### src/rtl/ves_pkg.sv
package ves_pkg;

    localparam int ADDR_W = 16;
    localparam int DATA_W = 8;

    typedef logic [ADDR_W-1:0] addr_t;
    typedef logic [DATA_W-1:0] byte_t;

    localparam byte_t STACK_PAGE = 8'h01;
    localparam byte_t VEC_PAGE   = 8'hFF;
    localparam byte_t VEC_NMI_LO = 8'hFA;
    localparam byte_t VEC_RST_LO = 8'hFC;
    localparam byte_t VEC_IRQ_LO = 8'hFE;

    // bit positions of the flags byte
    localparam int P_N   = 7;
    localparam int P_V   = 6;
    localparam int P_ONE = 5;
    localparam int P_B   = 4;
    localparam int P_D   = 3;
    localparam int P_I   = 2;
    localparam int P_Z   = 1;
    localparam int P_C   = 0;

    typedef enum logic [1:0] {
        K_RST = 2'd0,
        K_BRK = 2'd1,
        K_IRQ = 2'd2,
        K_NMI = 2'd3
    } kind_e;

    typedef enum logic [2:0] {
        S_IDLE    = 3'd0,
        S_FETCH   = 3'd1,
        S_PAD     = 3'd2,
        S_PUSH_HI = 3'd3,
        S_PUSH_LO = 3'd4,
        S_PUSH_P  = 3'd5,
        S_VEC_LO  = 3'd6,
        S_VEC_HI  = 3'd7
    } step_e;

    typedef struct packed {
        logic n;
        logic v;
        logic d;
        logic i;
        logic z;
        logic c;
    } flags_t;

    function automatic byte_t vec_low(kind_e k);
        case (k)
            K_RST:   return VEC_RST_LO;
            K_NMI:   return VEC_NMI_LO;
            default: return VEC_IRQ_LO;
        endcase
    endfunction

    function automatic byte_t pack_status(flags_t f, logic brk);
        byte_t r;
        r        = '0;
        r[P_N]   = f.n;
        r[P_V]   = f.v;
        r[P_ONE] = 1'b1;
        r[P_B]   = brk;
        r[P_D]   = f.d;
        r[P_I]   = f.i;
        r[P_Z]   = f.z;
        r[P_C]   = f.c;
        return r;
    endfunction

    function automatic flags_t unpack_status(byte_t b);
        flags_t f;
        f.n = b[P_N];
        f.v = b[P_V];
        f.d = b[P_D];
        f.i = b[P_I];
        f.z = b[P_Z];
        f.c = b[P_C];
        return f;
    endfunction

    function automatic logic is_push(step_e s);
        return (s == S_PUSH_HI) || (s == S_PUSH_LO) || (s == S_PUSH_P);
    endfunction

endpackage

### src/rtl/ves_nmi_track.sv
module ves_nmi_track (
    input  logic clk,
    input  logic rst,
    input  logic nmi_lvl,
    input  logic pend_clr,
    input  logic irq_exit,
    input  logic idle_boundary,
    output logic nmi_rise,
    output logic nmi_pend,
    output logic nmi_block
);

    logic nmi_q;

    assign nmi_rise = nmi_lvl && !nmi_q;

    always_ff @(posedge clk) begin
        if (rst) begin
            nmi_q     <= 1'b0;
            nmi_pend  <= 1'b0;
            nmi_block <= 1'b0;
        end else begin
            nmi_q <= nmi_lvl;
            // a fresh edge outranks the clear of an older one
            if (nmi_rise)
                nmi_pend <= 1'b1;
            else if (pend_clr)
                nmi_pend <= 1'b0;
            if (irq_exit)
                nmi_block <= 1'b1;
            else if (idle_boundary)
                nmi_block <= 1'b0;
        end
    end

    // a held level gives no second pending request
    a_r10_level_no_repend: assert property (@(posedge clk) disable iff (rst)
        (nmi_lvl && $past(nmi_lvl) && !nmi_pend) |=> !nmi_pend);

endmodule

### src/rtl/ves_step_ctl.sv
module ves_step_ctl
    import ves_pkg::*;
(
    input  logic  clk,
    input  logic  rst,
    input  logic  insn_boundary,
    input  logic  brk_start,
    input  logic  irq_lvl,
    input  logic  i_flag,
    input  logic  nmi_pend,
    input  logic  nmi_block,
    output step_e step,
    output kind_e kind,
    output kind_e vec
);

    logic  take_nmi;
    logic  take_irq;
    logic  take_brk;
    kind_e pick;

    always_comb begin
        take_nmi = insn_boundary && nmi_pend && !nmi_block;
        take_irq = insn_boundary && irq_lvl && !i_flag;
        take_brk = brk_start;
        if (take_nmi)      pick = K_NMI;
        else if (take_irq) pick = K_IRQ;
        else               pick = K_BRK;
    end

    always_ff @(posedge clk) begin
        if (rst) begin
            step <= S_FETCH;
            kind <= K_RST;
            vec  <= K_RST;
        end else begin
            case (step)
                S_IDLE: begin
                    if (take_nmi || take_irq || take_brk) begin
                        step <= S_FETCH;
                        kind <= pick;
                        vec  <= pick;
                    end
                end
                S_FETCH:   step <= S_PAD;
                S_PAD:     step <= S_PUSH_HI;
                S_PUSH_HI: step <= S_PUSH_LO;
                S_PUSH_LO: step <= S_PUSH_P;
                S_PUSH_P: begin
                    step <= S_VEC_LO;
                    if (kind != K_RST && nmi_pend)
                        vec <= K_NMI;
                end
                S_VEC_LO:  step <= S_VEC_HI;
                default:   step <= S_IDLE;
            endcase
        end
    end

    // the vector choice is frozen across both vector reads
    a_r8_vec_frozen: assert property (@(posedge clk) disable iff (rst)
        (step == S_VEC_LO) |=> $stable(vec));

    // an entry always runs on to its seventh cycle
    a_r1_no_early_exit: assert property (@(posedge clk) disable iff (rst)
        (step != S_IDLE && step != S_VEC_HI) |=> (step != S_IDLE));

endmodule

### src/rtl/ves_bus_map.sv
module ves_bus_map
    import ves_pkg::*;
(
    input  step_e  step,
    input  kind_e  kind,
    input  kind_e  vec,
    input  addr_t  pc,
    input  byte_t  sp,
    input  flags_t flags,
    output addr_t  addr,
    output logic   rd,
    output logic   wr,
    output byte_t  wdata
);

    addr_t stack_addr;
    addr_t vec_addr;
    logic  resetting;

    always_comb begin
        resetting  = (kind == K_RST);
        stack_addr = {STACK_PAGE, sp};
        vec_addr   = {VEC_PAGE, vec_low(vec) | {7'd0, step == S_VEC_HI}};
        addr       = pc;
        rd         = 1'b0;
        wr         = 1'b0;
        wdata      = '0;
        case (step)
            S_FETCH, S_PAD: begin
                rd = 1'b1;
            end
            S_PUSH_HI, S_PUSH_LO, S_PUSH_P: begin
                addr = stack_addr;
                if (resetting) begin
                    rd = 1'b1;
                end else begin
                    wr = 1'b1;
                    if (step == S_PUSH_HI)
                        wdata = pc[ADDR_W-1:DATA_W];
                    else if (step == S_PUSH_LO)
                        wdata = pc[DATA_W-1:0];
                    else
                        wdata = pack_status(flags, kind == K_BRK);
                end
            end
            S_VEC_LO, S_VEC_HI: begin
                addr = vec_addr;
                rd   = 1'b1;
            end
            default: begin
                addr = pc;
            end
        endcase
    end

endmodule

### src/rtl/vec_entry_seq.sv
module vec_entry_seq
    import ves_pkg::*;
#(
    parameter logic [15:0] RESET_PC = 16'h0000,
    parameter logic [7:0]  SP_SEED  = 8'h00
) (
    input  logic        clk,
    input  logic        rst,
    input  logic        insn_boundary,
    input  logic        brk_start,
    input  logic        irq_lvl,
    input  logic        nmi_lvl,
    input  logic        pc_load,
    input  logic [15:0] pc_in,
    input  logic        status_load,
    input  logic [7:0]  status_in,
    input  logic [7:0]  rd_data,
    output logic [15:0] bus_addr,
    output logic        bus_rd,
    output logic        bus_wr,
    output logic [7:0]  bus_wdata,
    output logic        seq_done,
    output logic        seq_busy,
    output logic [15:0] pc_out,
    output logic [7:0]  sp_out,
    output logic [7:0]  status_out
);

    step_e  step;
    kind_e  kind;
    kind_e  vec;
    addr_t  pc;
    byte_t  sp;
    byte_t  vec_lo;
    flags_t flags;
    logic   nmi_rise;
    logic   nmi_pend;
    logic   nmi_block;
    logic   idle;

    assign idle     = (step == S_IDLE);
    assign seq_busy = !idle;
    assign seq_done = (step == S_VEC_HI);

    ves_nmi_track u_nmi (
        .clk           (clk),
        .rst           (rst),
        .nmi_lvl       (nmi_lvl),
        .pend_clr      (seq_done && vec == K_NMI),
        .irq_exit      (seq_done && kind == K_IRQ && vec == K_IRQ),
        .idle_boundary (idle && insn_boundary),
        .nmi_rise      (nmi_rise),
        .nmi_pend      (nmi_pend),
        .nmi_block     (nmi_block)
    );

    ves_step_ctl u_ctl (
        .clk           (clk),
        .rst           (rst),
        .insn_boundary (insn_boundary),
        .brk_start     (brk_start),
        .irq_lvl       (irq_lvl),
        .i_flag        (flags.i),
        .nmi_pend      (nmi_pend),
        .nmi_block     (nmi_block),
        .step          (step),
        .kind          (kind),
        .vec           (vec)
    );

    ves_bus_map u_bus (
        .step  (step),
        .kind  (kind),
        .vec   (vec),
        .pc    (pc),
        .sp    (sp),
        .flags (flags),
        .addr  (bus_addr),
        .rd    (bus_rd),
        .wr    (bus_wr),
        .wdata (bus_wdata)
    );

    always_ff @(posedge clk) begin
        if (rst) begin
            pc     <= RESET_PC;
            sp     <= SP_SEED;
            flags  <= '0;
            vec_lo <= '0;
        end else begin
            case (step)
                S_IDLE: begin
                    if (pc_load)
                        pc <= pc_in;
                    if (status_load)
                        flags <= unpack_status(status_in);
                end
                S_FETCH, S_PAD: begin
                    if (kind == K_BRK)
                        pc <= pc + addr_t'(1);
                end
                S_PUSH_HI, S_PUSH_LO, S_PUSH_P: begin
                    sp <= sp - byte_t'(1);
                end
                S_VEC_LO: begin
                    vec_lo <= rd_data;
                end
                default: begin
                    pc      <= {rd_data, vec_lo};
                    flags.i <= 1'b1;
                end
            endcase
        end
    end

    assign pc_out     = pc;
    assign sp_out     = sp;
    assign status_out = pack_status(flags, 1'b0);

    // one access per entry cycle, none while idle
    a_r1_single_access: assert property (@(posedge clk) disable iff (rst)
        seq_busy |-> ($countones({bus_rd, bus_wr}) == 1));

    a_r1_quiet_idle: assert property (@(posedge clk) disable iff (rst)
        !seq_busy |-> (!bus_rd && !bus_wr));

    // the reset entry never writes
    a_r2_reset_reads_only: assert property (@(posedge clk) disable iff (rst)
        (seq_busy && kind == K_RST) |-> !bus_wr);

    // vector reads stay in the top page
    a_r3_vector_page: assert property (@(posedge clk) disable iff (rst)
        (step == S_VEC_LO || step == S_VEC_HI) |-> (bus_addr[15:8] == VEC_PAGE));

    // the stack pointer walks down once per stack cycle
    a_r4_stack_walk: assert property (@(posedge clk) disable iff (rst)
        is_push(step) |=> (sp_out == byte_t'($past(sp_out) - 8'd1)));

    // interrupt-disable is set once an entry completes
    a_r6_iflag_on_exit: assert property (@(posedge clk) disable iff (rst)
        seq_done |=> status_out[P_I]);

    // fixed flag bits
    a_r13_fixed_bits: assert property (@(posedge clk) disable iff (rst)
        (status_out[P_ONE] && !status_out[P_B]));

endmodule

### config.mk
export PLATFORM = sky130hd
export DESIGN_NAME = vec_entry_seq
export DESIGN_NICKNAME = d
export VERILOG_FILES = /design/src/rtl/ves_pkg.sv /design/src/rtl/ves_nmi_track.sv /design/src/rtl/ves_step_ctl.sv /design/src/rtl/ves_bus_map.sv /design/src/rtl/vec_entry_seq.sv
export SDC_FILE = /design/constraint.sdc
export NUM_CORES = 1
export LEC_CHECK = 0
export BUFFER_PORTS_ARGS = -buffer_cell sky130_fd_sc_hd__buf_4
export CAP_MARGIN = 20
export CORE_ASPECT_RATIO = 1.5
export CORE_MARGIN = 2
export CORE_UTILIZATION = 43
export CTS_CLUSTER_DIAMETER = 50
export DETAILED_ROUTE_END_ITERATION = 6
export PLACE_DENSITY_LB_ADDON = 0.25
export SYNTH_ARGS = -nofsm -noshare
export SYNTH_HDL_FRONTEND = slang
export SYNTH_SLANG_ARGS = --single-unit
### constraint.sdc
create_clock -name clk -period 2.8 [get_ports clk]
set_input_delay 0.28 -clock clk [delete_from_list [all_inputs] [get_ports clk]]
set_output_delay 0.28 -clock clk [all_outputs]
set_load 0.05 [all_outputs]
# Word level (Yosys, flattened, before mapping)

Cells that the tools add are included.

Bits in registers: 48
Bits of input ports: 40
Output and inout bits: 60

Add/subtract/negate cells: 2
Equality and inequality tests: 16
Muxes and demuxes: 26
Bitwise logic cells: 3
Reductions and logical operators: 34

Operators with widths:

| cell                                                | number |
|---|---|
| case mux 16 bit (3 select lines)                    | 1 |
| two-way mux 16 bit                                  | 2 |
| two-way mux 8 bit                                   | 4 |
| case mux 16 bit (2 select lines)                    | 1 |
| case mux 3 bit (7 select lines)                     | 1 |
| adder 16 x 1 -> 16 bit, second input constant       | 1 |
| equality test 3 bit, second input constant          | 4 |
| logical AND 1 bit                                   | 10 |
| two-way mux 2 bit                                   | 4 |
| != test 2 bit, second input constant                | 4 |
| OR 8 x 1 -> 8 bit                                   | 1 |
| nonzero test 2 bit                                  | 4 |
| OR reduction 4 bit                                  | 2 |
| subtractor 8 x 1 -> 8 bit, second input constant    | 1 |
| two-way mux 1 bit                                   | 7 |
| equality test 2 bit, second input constant          | 3 |
| equality test 3 x 2 -> 1 bit, second input constant | 2 |
| two-way mux 3 bit                                   | 2 |
| case mux 3 bit (2 select lines)                     | 1 |
| AND reduction 2 bit                                 | 3 |
| AND reduction 3 bit                                 | 2 |
| OR reduction 6 bit                                  | 1 |
| zero test 1 bit                                     | 4 |
| zero test 2 bit                                     | 2 |
| other kinds (10)                                    | 14 |

# Depth between registers and ports, before layout

Word-level depth: 6
Gate-level depth with buffers: 7

# Cells and area by module

From an unflattened synthesis, not the netlist that was laid out.

Cells, all modules: 393
Area, all modules: 3050.4 um^2

By module, submodules not included:

| module        | times used | cells each | area each (um^2) | seq. area each (um^2) |
|---|---|---|---|---|
| vec_entry_seq | 1          | 269        | 2125.8           | 760.7 |
| ves_bus_map   | 1          | 82         | 506.7            | 0.0 |
| ves_step_ctl  | 1          | 32         | 306.5            | 140.1 |
| ves_nmi_track | 1          | 10         | 111.4            | 60.1 |

# Least setup slack after synthesis

Ideal clock, no wire load.

Path kind: register -> output
Start point: reg u_ctl.step[1]
End point: out bus_wdata[0]
Arrival time: 2322 ps
Data required time: 2520 ps
Path slack: 198 ps
Stages on the path, launching flop included: 7
Buffers on the path: 2
Path through: dfxtp_1 -> buf_6 -> buf_4 -> a21oi_1 -> nor2_1 -> nand2_2 -> a211oi_1

Cells in the longest elaborated chain, start to end: 5
Elaborated cells on any way between the ends: 8
Those cells by class: eq/ne: 3; mux: 4; reduce/logical: 1

Ends and longest elaborated chain:

| what                   | line                                 | text |
|---|---|---|
| from (decl)            | ves_step_ctl.sv:12                   | `output step_e step,` |
| from (signal assigned) | ves_step_ctl.sv:33                   | `step <= S_FETCH;` |
| from (signal assigned) | ves_step_ctl.sv:40                   | `step <= S_FETCH;` |
| from (signal assigned) | ves_step_ctl.sv:45                   | `S_FETCH: step <= S_PAD;` |
| equality test 3 bit    | ves_bus_map.sv:28, ves_bus_map.sv:40 |  |
| two-way mux 8 bit      | ves_bus_map.sv:40                    | `else if (step == S_PUSH_LO)` |
| two-way mux 8 bit      | ves_bus_map.sv:38                    | `if (step == S_PUSH_HI)` |
| two-way mux 8 bit      | ves_bus_map.sv:34                    | `if (resetting) begin` |
| two-way mux 8 bit (*)  | ves_bus_map.sv:28                    | `case (step)` |
| to (decl)              | vec_entry_seq.sv:21                  | `output logic [7:0] bus_wdata,` |

Mark *: on every way between the ends. The rest lies on a longest branch, timed or not.

# Final worst setup path

Start point: reg u_ctl.step[2]
End point: out bus_wdata[3]

The elaborated chain is that of the path after synthesis.

==> impl_results.md <==
* H-tree depth at 2
* Power, Total at 2.48 mW
* Via-per-instance ratio at 6.06
* Post-CTS Hold Buffers at 0
* # IOs at 100
* Hold_ws at 0.194 ns
* Most common flop cell mapped by yosys: dfxtp_1
* Dpl hpwl at 7390 µm
* Crit path DAT at 2.22 ns
* Gr ovfl total at 0
* Final RePlAce weighted congestion at 0.884
* Num CTS Buffers at 5
* Initial DRC count at 301
* Worst Setup SP: u_ctl.step[2]
* Layout overhead on the synthesized area at 26.4%
* Die Y at 108 µm
* Period utilisation layout at 0.893
* RSZ-0062 raised after global routing: false
* Hold/Removal Path Class: in2reg
* Status: completed
* Actual slew at the worst max-slew pin at 0.741 ns
* Root Driver: clkbuf_8
* DR DRC count at 0
* DRT Wirelength at 10100 µm
* Pleak at 1.69 nW
* Fin. max-slew vios at 0
* DRT antenna net count at 0
* Post-CTS resize count at 0
* Post-DR wirelength/cell at 18.2 µm
* Die span in x at 73.5 µm
* Initial Util at 0.436
* Critical path class: reg2out
* Total global-route track usage at 0.254
* Worst setup SP type: flop
* Pre-CTS WS at 0.659 ns
* First-pass GRT wire length at 15800 µm
* Fin area at 3940 µm²
* Pwr/cell area at 631 nW/µm²
* Peak VDD IR at 0.393 mV
* FILL cells at 700
* Post-CTS setup buffer count at 0
* Largest area contributor in the netlist: dfxtp_1
* Mapped Cells at 393
* DP Cell Count at 546
* R2R Path End: pc_out[8]
* Number of global-route vias before repair at 3205
* FP Rows at 38
* Syn_area_per_cell at 7.92 µm²
* Max_slew headroom at 0.505
* Final setup viols at 0
* CTS max path bufs at 2
* Largest net degree at the start of global routing at 46
* Fin nets at 515
* CTS Sinks at 48
* Share of cells above drive strength 1 at 0.285
* Synth warnings at 0
* Setup WS post-layout at 0.298 ns
* Register bit total from synthesis at 48
* WP data required at 2.52 ns
* Initial antenna violation count at 0
* Clk Latency, worst-skew pair at 0.31 ns
* DR vias at 3360
* Port buffer count at 95
* Crit path time final at 2.50 ns
* Clk slew on worst S/H paths at 0.09 ns
* Total nets after synthesis at 435
* Post-layout util at 0.552
* Reg2Reg Setup Slack at 0.75 ns
* Worst Setup EP: bus_wdata[3]
* Die ar. at 7950 µm²
* Seq/Total Area, Yosys at 0.309
* Yosys cell types at 68
* Post-Layout Cell Count at 554
* Mapped Area at 3110 µm²
* Worst R2R Path Depth at 5
* Number of enable flip-flop cells after synthesis at 0
* Crit-path max FO at 19
* FFs w/ async S/R, synth at 0
* Drt pass-1 iters at 5
* Hold Fails Final Rpt at 0
* Core area at 7130 µm²
* Sum of negative setup slack at 0 ns
* Max Fclk at 400 MHz
* N_diodes at 0
* Yosys top cell area share at 0.309
* Hold depth at 2
* DP Area at 3820 µm²
* Reg-to-Reg Start: u_ctl.step[0]
* Fin Clk Skew at 0.00626 ns
* Largest cells by area after synthesis: dfxtp_1 31%, nand2_1 6.0%, mux2i_1 4.5%, nor2_1 4.3%, a22o_1 3.1%
* MaxCap Viol Count at 0
* Clock tree from TritonCTS: done
* CP Capture Type: primary output
==> cell type report <==
class,instances,area [µm²],share of cell area
multi-input cells,292,1880,0.477
flip-flops and latches,48,961,0.244
repair buffers,110,826,0.210
well taps,80,100,0.0254
clock buffers,5,68.8,0.0175
inverters,16,60.1,0.0153
clock inverters,3,42.5,0.0108
==> routing by layer <==
metal,wire length (µm),global-route usage,share of wire,up-vias
li1,-,-,-,1597
met1,3840,0.299,0.38,1594
met2,5370,0.446,0.53,134
met3,426,0.0242,0.042,35
met4,424,0.127,0.042,0
met5,0,0,0,-
==> sequential cells by signal, indices dropped and copies added (netlist names) <==
register         cells
pc_out              16
sp_out               8
vec_lo               8
status_out           6
u_ctl.step           3
u_ctl.kind           2
u_ctl.vec            2
u_nmi.nmi_block      1
u_nmi.nmi_pend       1
u_nmi.nmi_q          1
==> layout by cell type, fill, tap and decap left out, types with 7 or more instances in the layout <==
master      n
mux2i_1    14
nand3_1     9
nor3_1      9
a21oi_1    19
a22oi_1    12
inv_1      16
o21ai_0    10
nor2_1     36
dfxtp_1    48
nand4_1     7
nand2_1    50
o32ai_1     7
a22o_1     11
buf_4     110
a211oi_1   11
==> cells by family after synthesis <==
logic type	count (synthesis)	share of synthesized area
fa+ha+maj	2	0.00804
flops	48	0.309
xor+xnor	7	0.0221
mux	15	0.0486
compound gates	115	0.277
simple gates	151	0.245
other cells	2	0.00241
buf+inv	53	0.0884
==> where the power goes <==
part | switching (mW) | internal (mW)
clock | 0.256 | 0.265
combinational | 0.744 | 0.379
sequential | 0.0945 | 0.747
==> how the worst min path moves through the flow <==
stage                          from              end  slack, ns
floorplan                   nmi_lvl      u_nmi.nmi_q       0.41
global placement    u_nmi.nmi_block  u_nmi.nmi_block       0.46
detailed placement    status_out[0]    status_out[0]       0.47
CTS                         nmi_lvl      u_nmi.nmi_q       0.19
global route                nmi_lvl      u_nmi.nmi_q       0.21
finish                      nmi_lvl      u_nmi.nmi_q       0.19
==> synthesized netlist by cell type, drive strengths merged, types with 7 or more instances <==
cell and number:
nand2 51, buf 26, nor3 10, nand3 10
nor2 37, clkbuf 11, a21oi 19, nand4 7
a22oi 12, o21ai 11, o32ai 8, a22o 11
a211oi 12, dfxtp 48, inv 16, mux2i 14
==> worst max-delay path, cell delays in order, from the launching register on <==
cell      delay, ns
dfxtp_1        0.75
a21oi_1        0.12
nor2_1         0.31
nand2_2        0.21
a211oi_1       0.27
buf_4          0.25
(Power assumes the default switching activity.)
